===== config.mk =====
export PLATFORM = sky130hd
export DESIGN_NAME = async_sram_ctl
export DESIGN_NICKNAME = d
export VERILOG_FILES = /design/src/rtl/sram_ctl_pkg.sv /design/src/rtl/sram_ctl_timer.sv /design/src/rtl/sram_ctl_lanes.sv /design/src/rtl/async_sram_ctl.sv
export SDC_FILE = /design/constraint.sdc
export NUM_CORES = 1
export LEC_CHECK = 0
export CAP_MARGIN = 10
export CORE_MARGIN = 4
export CORE_UTILIZATION = 44
export DETAILED_ROUTE_END_ITERATION = 16
export GPL_TIMING_DRIVEN = 0
export PLACE_DENSITY = 0.85
export REMOVE_ABC_BUFFERS = 1
export SLEW_MARGIN = 10
export SYNTH_ARGS = -nofsm -noshare
export SYNTH_HDL_FRONTEND = slang
export SYNTH_SLANG_ARGS = --single-unit

===== constraint.sdc =====
create_clock -name clk -period 4.9 [get_ports clk]
set_clock_uncertainty 0.15 [all_clocks]
set_input_delay 0.98 -clock clk [delete_from_list [all_inputs] [get_ports clk]]
set_output_delay 0.98 -clock clk [all_outputs]
set_load 0.02 [all_outputs]

===== src/rtl/sram_ctl_pkg.sv =====
package sram_ctl_pkg;
  typedef enum logic [2:0] {
    ST_IDLE,
    ST_READ,
    ST_TURN,
    ST_WSETUP,
    ST_WPULSE,
    ST_WHOLD
  } ctl_state_t;
endpackage


===== src/rtl/sram_ctl_timer.sv =====
module sram_ctl_timer #(
  parameter int CNT_W = 4
) (
  input  logic             clk,
  input  logic             rst,
  input  logic             load,
  input  logic [CNT_W-1:0] load_val,
  output logic             zero
);
  logic [CNT_W-1:0] count;

  always_ff @(posedge clk) begin
    if (rst)                count <= '0;
    else if (load)          count <= load_val;
    else if (count != '0)   count <= count - 1'b1;
  end

  assign zero = (count == '0);

  // once expired, the timer stays expired until reloaded
  p_timer_hold_r2: assert property (@(posedge clk) disable iff (rst)
    (zero && !load) |=> zero);
endmodule


===== src/rtl/sram_ctl_lanes.sv =====
module sram_ctl_lanes #(
  parameter int LANES  = 2,
  parameter int LANE_W = 8
) (
  input  logic [LANES-1:0]        strb_be,
  input  logic [LANES-1:0]        rd_be,
  input  logic [LANES*LANE_W-1:0] bus_in,
  output logic [LANES-1:0]        strb_n,
  output logic [LANES*LANE_W-1:0] rd_merged
);
  for (genvar g = 0; g < LANES; g++) begin : g_lane
    assign strb_n[g] = ~strb_be[g];
    assign rd_merged[g*LANE_W +: LANE_W] =
      rd_be[g] ? bus_in[g*LANE_W +: LANE_W] : '0;
  end
endmodule


===== src/rtl/async_sram_ctl.sv =====
module async_sram_ctl #(
  parameter int ADDR_W   = 18,
  parameter int LANE_W   = 8,
  parameter int RD_WAIT  = 3,
  parameter int WR_PULSE = 2
) (
  input  logic                clk,
  input  logic                rst,
  input  logic                req_valid,
  output logic                req_ready,
  input  logic                req_write,
  input  logic [ADDR_W-1:0]   req_addr,
  input  logic [1:0]          req_be,
  input  logic [2*LANE_W-1:0] req_wdata,
  output logic                rsp_valid,
  output logic [2*LANE_W-1:0] rsp_rdata,
  output logic [ADDR_W-1:0]   mem_addr,
  output logic                mem_cs_n,
  output logic                mem_we_n,
  output logic                mem_oe_n,
  output logic                mem_lb_n,
  output logic                mem_ub_n,
  output logic [2*LANE_W-1:0] mem_dq_out,
  output logic                mem_dq_oe,
  input  logic [2*LANE_W-1:0] mem_dq_in
);
  import sram_ctl_pkg::*;

  localparam int LANES  = 2;
  localparam int DATA_W = LANES * LANE_W;
  localparam int MAX_CT = (RD_WAIT > WR_PULSE) ? RD_WAIT : WR_PULSE;
  localparam int TMR_W  = $clog2(MAX_CT + 1);

  ctl_state_t        state;
  logic              after_rd;
  logic [LANES-1:0]  be_q;
  logic [LANES-1:0]  strb_q;
  logic [LANES-1:0]  be_sel;
  logic [LANES-1:0]  strb_n_nx;
  logic [DATA_W-1:0] rd_merged;
  logic              tmr_load;
  logic [TMR_W-1:0]  tmr_val;
  logic              tmr_zero;
  logic              accept;

  assign accept = (state == ST_IDLE) && req_valid;
  assign be_sel = (state == ST_IDLE) ? req_be : be_q;

  assign tmr_load = (accept && !req_write) || (state == ST_WSETUP);
  assign tmr_val  = (state == ST_WSETUP) ? TMR_W'(WR_PULSE - 1) : TMR_W'(RD_WAIT - 1);

  sram_ctl_timer #(.CNT_W(TMR_W)) u_timer (
    .clk      (clk),
    .rst      (rst),
    .load     (tmr_load),
    .load_val (tmr_val),
    .zero     (tmr_zero)
  );

  sram_ctl_lanes #(.LANES(LANES), .LANE_W(LANE_W)) u_lanes (
    .strb_be   (be_sel),
    .rd_be     (be_q),
    .bus_in    (mem_dq_in),
    .strb_n    (strb_n_nx),
    .rd_merged (rd_merged)
  );

  always_ff @(posedge clk) begin
    if (rst) begin
      state      <= ST_IDLE;
      after_rd   <= 1'b0;
      req_ready  <= 1'b1;
      rsp_valid  <= 1'b0;
      rsp_rdata  <= '0;
      mem_addr   <= '0;
      mem_cs_n   <= 1'b1;
      mem_we_n   <= 1'b1;
      mem_oe_n   <= 1'b1;
      strb_q     <= '1;
      mem_dq_out <= '0;
      mem_dq_oe  <= 1'b0;
      be_q       <= '0;
    end else begin
      rsp_valid <= 1'b0;
      case (state)
        ST_IDLE: begin
          if (req_valid) begin
            mem_addr   <= req_addr;
            mem_dq_out <= req_wdata;
            be_q       <= req_be;
            req_ready  <= 1'b0;
            if (!req_write) begin
              state    <= ST_READ;
              mem_cs_n <= 1'b0;
              mem_oe_n <= 1'b0;
              strb_q   <= strb_n_nx;
              after_rd <= 1'b1;
            end else if (after_rd) begin
              state    <= ST_TURN;
              after_rd <= 1'b0;
            end else begin
              state     <= ST_WSETUP;
              mem_cs_n  <= 1'b0;
              strb_q    <= strb_n_nx;
              mem_dq_oe <= 1'b1;
            end
          end else begin
            after_rd <= 1'b0;
          end
        end
        ST_READ: begin
          if (tmr_zero) begin
            state     <= ST_IDLE;
            rsp_rdata <= rd_merged;
            rsp_valid <= 1'b1;
            mem_cs_n  <= 1'b1;
            mem_oe_n  <= 1'b1;
            strb_q    <= '1;
            req_ready <= 1'b1;
          end
        end
        ST_TURN: begin
          state     <= ST_WSETUP;
          mem_cs_n  <= 1'b0;
          strb_q    <= strb_n_nx;
          mem_dq_oe <= 1'b1;
        end
        ST_WSETUP: begin
          state    <= ST_WPULSE;
          mem_we_n <= 1'b0;
        end
        ST_WPULSE: begin
          if (tmr_zero) begin
            state    <= ST_WHOLD;
            mem_we_n <= 1'b1;
          end
        end
        ST_WHOLD: begin
          state     <= ST_IDLE;
          mem_cs_n  <= 1'b1;
          strb_q    <= '1;
          mem_dq_oe <= 1'b0;
          req_ready <= 1'b1;
        end
        default: state <= ST_IDLE;
      endcase
    end
  end

  assign mem_lb_n = strb_q[0];
  assign mem_ub_n = strb_q[1];

  // write strobe only inside a selected, bus-driving, output-disabled window
  p_we_window_r3: assert property (@(posedge clk) disable iff (rst)
    !mem_we_n |-> (!mem_cs_n && mem_oe_n && mem_dq_oe));
  // write strobe rise is the terminating edge; everything else held
  p_we_rise_hold_r4: assert property (@(posedge clk) disable iff (rst)
    $rose(mem_we_n) |-> (!mem_cs_n && mem_dq_oe && $stable(mem_addr) && $stable(mem_dq_out)));
  // never drive the bus while the RAM may drive it
  p_no_contention_r5: assert property (@(posedge clk) disable iff (rst)
    mem_dq_oe |-> mem_oe_n);
  // bus stays released in the cycle after output-enable was low
  p_turnaround_r6: assert property (@(posedge clk) disable iff (rst)
    !mem_oe_n |=> !mem_dq_oe);
  // acceptance drops ready
  p_ready_drop_r7: assert property (@(posedge clk) disable iff (rst)
    (req_valid && req_ready) |=> !req_ready);
  // response valid is a single-cycle pulse
  p_rsp_pulse_r2: assert property (@(posedge clk) disable iff (rst)
    rsp_valid |=> !rsp_valid);
  // idle means standby with the bus released
  p_standby_r9: assert property (@(posedge clk) disable iff (rst)
    req_ready |-> (mem_cs_n && !mem_dq_oe));
endmodule


==> metrics.cfg <==
[status]
status=finished clean

[timing]
period_needed_ns=2.44
timing.hold.ws_ns=0.303
worst_slack_ns=2.46
finalHoldViolCount=0
slew_headroom_pct=53.8
max_freq_mhz=409
tightestPinTransition_ns=0.693
setup_viol=0
finalMaxSlewViolations=0
rsz0062_at_grt=no
setup_tns_ns=0
post-route-period-util_pct=49.8

[cts]
postCtsHoldBufs=0
cts_tree=built
cts_max_level=3
clkTransAtPathRegs_ns=0.07
postCtsSetupBuffers=0
clk-insertion-delay-late_ns=0.33
numCtsBuffers=9
clock_sinks=66
clockBufferDepth=2
cts_resized=0
cts_root_buf=clkbuf_8

[cells_and_area]
fin_util_pct=69.5
final_common_cell=clkdlybuf4s50_1
syn_to_final_growth_pct=54.1
fin_area_um2=3800
final_cell_mix=clkdlybuf4s50_1 (112), nand2_1 (83), dfxtp_1 (66)
n_antenna_cell=0
instances_no_fill=465
drive_above_1_share_pct=7.12
final_nets=447

[synthesis]
yosysUniqueCellTypes=39
synth-seq-cells=66
syn_area_per_cell_um2=8.76
yosysWarnings=0
yosysSeqAreaShare_pct=53.5
syn_area_um2=2470
syn_inst=282

[global_routing]
antenna_found_initial=0
first_global_vias=2244
grt_pass1_wl_um=10300
grt_max_degree=38
gr-total-overflow=0
track_usage_pct=18.4

[route]
drt_first_pass_iters=4
vias=2331
via_per_inst=5.01
drc=0
ant_nets=0
wl_per_cell_um=13.6
routed_wl_um=6320
drt_first_iter_violations=99

[placed_design]
portBuffers=113
dp_cells=451
finalWeightedCongestion=0.848
dp_slack_ns=2.16
dp_hpwl_um=4610
post_dp_cell_area_um2=3630

[die]
initial_core_util_pct=45.1
rows=27
num_io_pins=114
die-area_um2=6880
die_width_um=82.9
coreArea_um2=5470
die_y_um=82.9

[setup_path]
crit_required_ns=3.77
crit_slowest_cell=clkdlybuf4s50_1
end_kind=output port
path_class=flip-flop to output port
crit_family=buffers and inverters
crit_buf_inv=1
start_kind=flip-flop
critical_path.cell_chain=clkdlybuf4s50_1
cp.arrival_ns=1.31
slowest_delay_ns=0.64
cp_max_fo=2

[power_and_ir_drop]
p_leak_nw=1.41
power_per_cell_area_nw_per_um2=445
peakVddDrop_v=0.000262
total_power_mw=1.69

[job]
cap_violations=0

[min_path]
hp-class=flip-flop to flip-flop

## flip-flops by register name, indices dropped and copies added (netlist names)
register	cells
mem_addr	18
mem_dq_out	16
rsp_rdata	16
state	3
be_q	2
strb_q	2
u_timer.count	2
after_rd	1
mem_cs_n	1
mem_dq_oe	1
mem_oe_n	1
mem_we_n	1
req_ready	1
rsp_valid	1
## synthesized netlist by cell type, drive strengths merged
master / count / share of area (%)
nand2: 83 / 13
dfxtp: 66 / 53
a21oi: 44 / 8.9
a22o: 17 / 6.0
nor2: 12 / 2.5
buf: 11 / 3.1
clkbuf: 7 / 1.1
o21ai: 6 / 1.2
inv: 5 / 0.76
nor3: 4 / 1.5
nand2b: 3 / 0.76
a211oi: 2 / 0.61
mux2: 2 / 0.91
nand3: 2 / 0.41
o311ai: 2 / 0.71
a211o: 1 / 0.35
a21o: 1 / 0.30
a221oi: 1 / 0.35
a22oi: 1 / 0.30
and2: 1 / 0.25
ha: 1 / 0.51
mux2i: 1 / 0.41
nand3b: 1 / 0.30
nand4b: 1 / 0.35
nor4: 1 / 0.25
o31ai: 1 / 0.30
o32a: 1 / 0.41
or2: 1 / 0.25
or2b: 1 / 0.46
or3: 1 / 0.25
xnor2: 1 / 0.35
## per-layer routing
layer	vias up	wire length, µm	track usage [%]
met5	-	0	0
met4	0	65	5.50
met3	6	708	11.3
met2	89	3030	30.6
met1	1062	2520	19.3
li1	1174	-	-
## final timing paths
check / cells past startpoint / start / slack [ns] / end
setup / recovery: 1 / mem_addr[16] / 2.46 / mem_addr[16]
hold / removal: 2 / mem_addr[8] / 0.30 / mem_addr[8]
setup reg to reg: 4 / state[2] / 2.92 / u_timer.count[1]
hold reg to reg: 2 / mem_addr[8] / 0.30 / mem_addr[8]
## kinds of logic (layout without fill, tap and decap cells)
| group | after synthesis | after routing | synth area share (%) |
|---|---|---|---|
| buffers and inverters | 23 | 134 | 4.91 |
| adders and majority gates | 1 | 1 | 0.507 |
| DFF | 66 | 66 | 53.5 |
| and+or+nand+nor | 111 | 111 | 19.9 |
| muxes | 3 | 3 | 1.32 |
| AOI/OAI and AO/OA | 77 | 77 | 19.5 |
| xor gates and xnor gates | 1 | 1 | 0.355 |
## power by group
group	switching [mW]	internal, mW
clock network	0.188	0.219
registers	0.0631	0.622
logic	0.323	0.277
## area by class of cell
class	instances	area, µm²
Fill cell	466	1670
Clock buffer	12	165
Timing Repair Buffer	115	1170
Multi-Input combinational cell	193	1030
Inverter	5	18.8
Clock inverter	2	12.5
Sequential cell	66	1320
Tap cell	72	90.1
No activity file was read; power rests on OpenSTA's default activity.
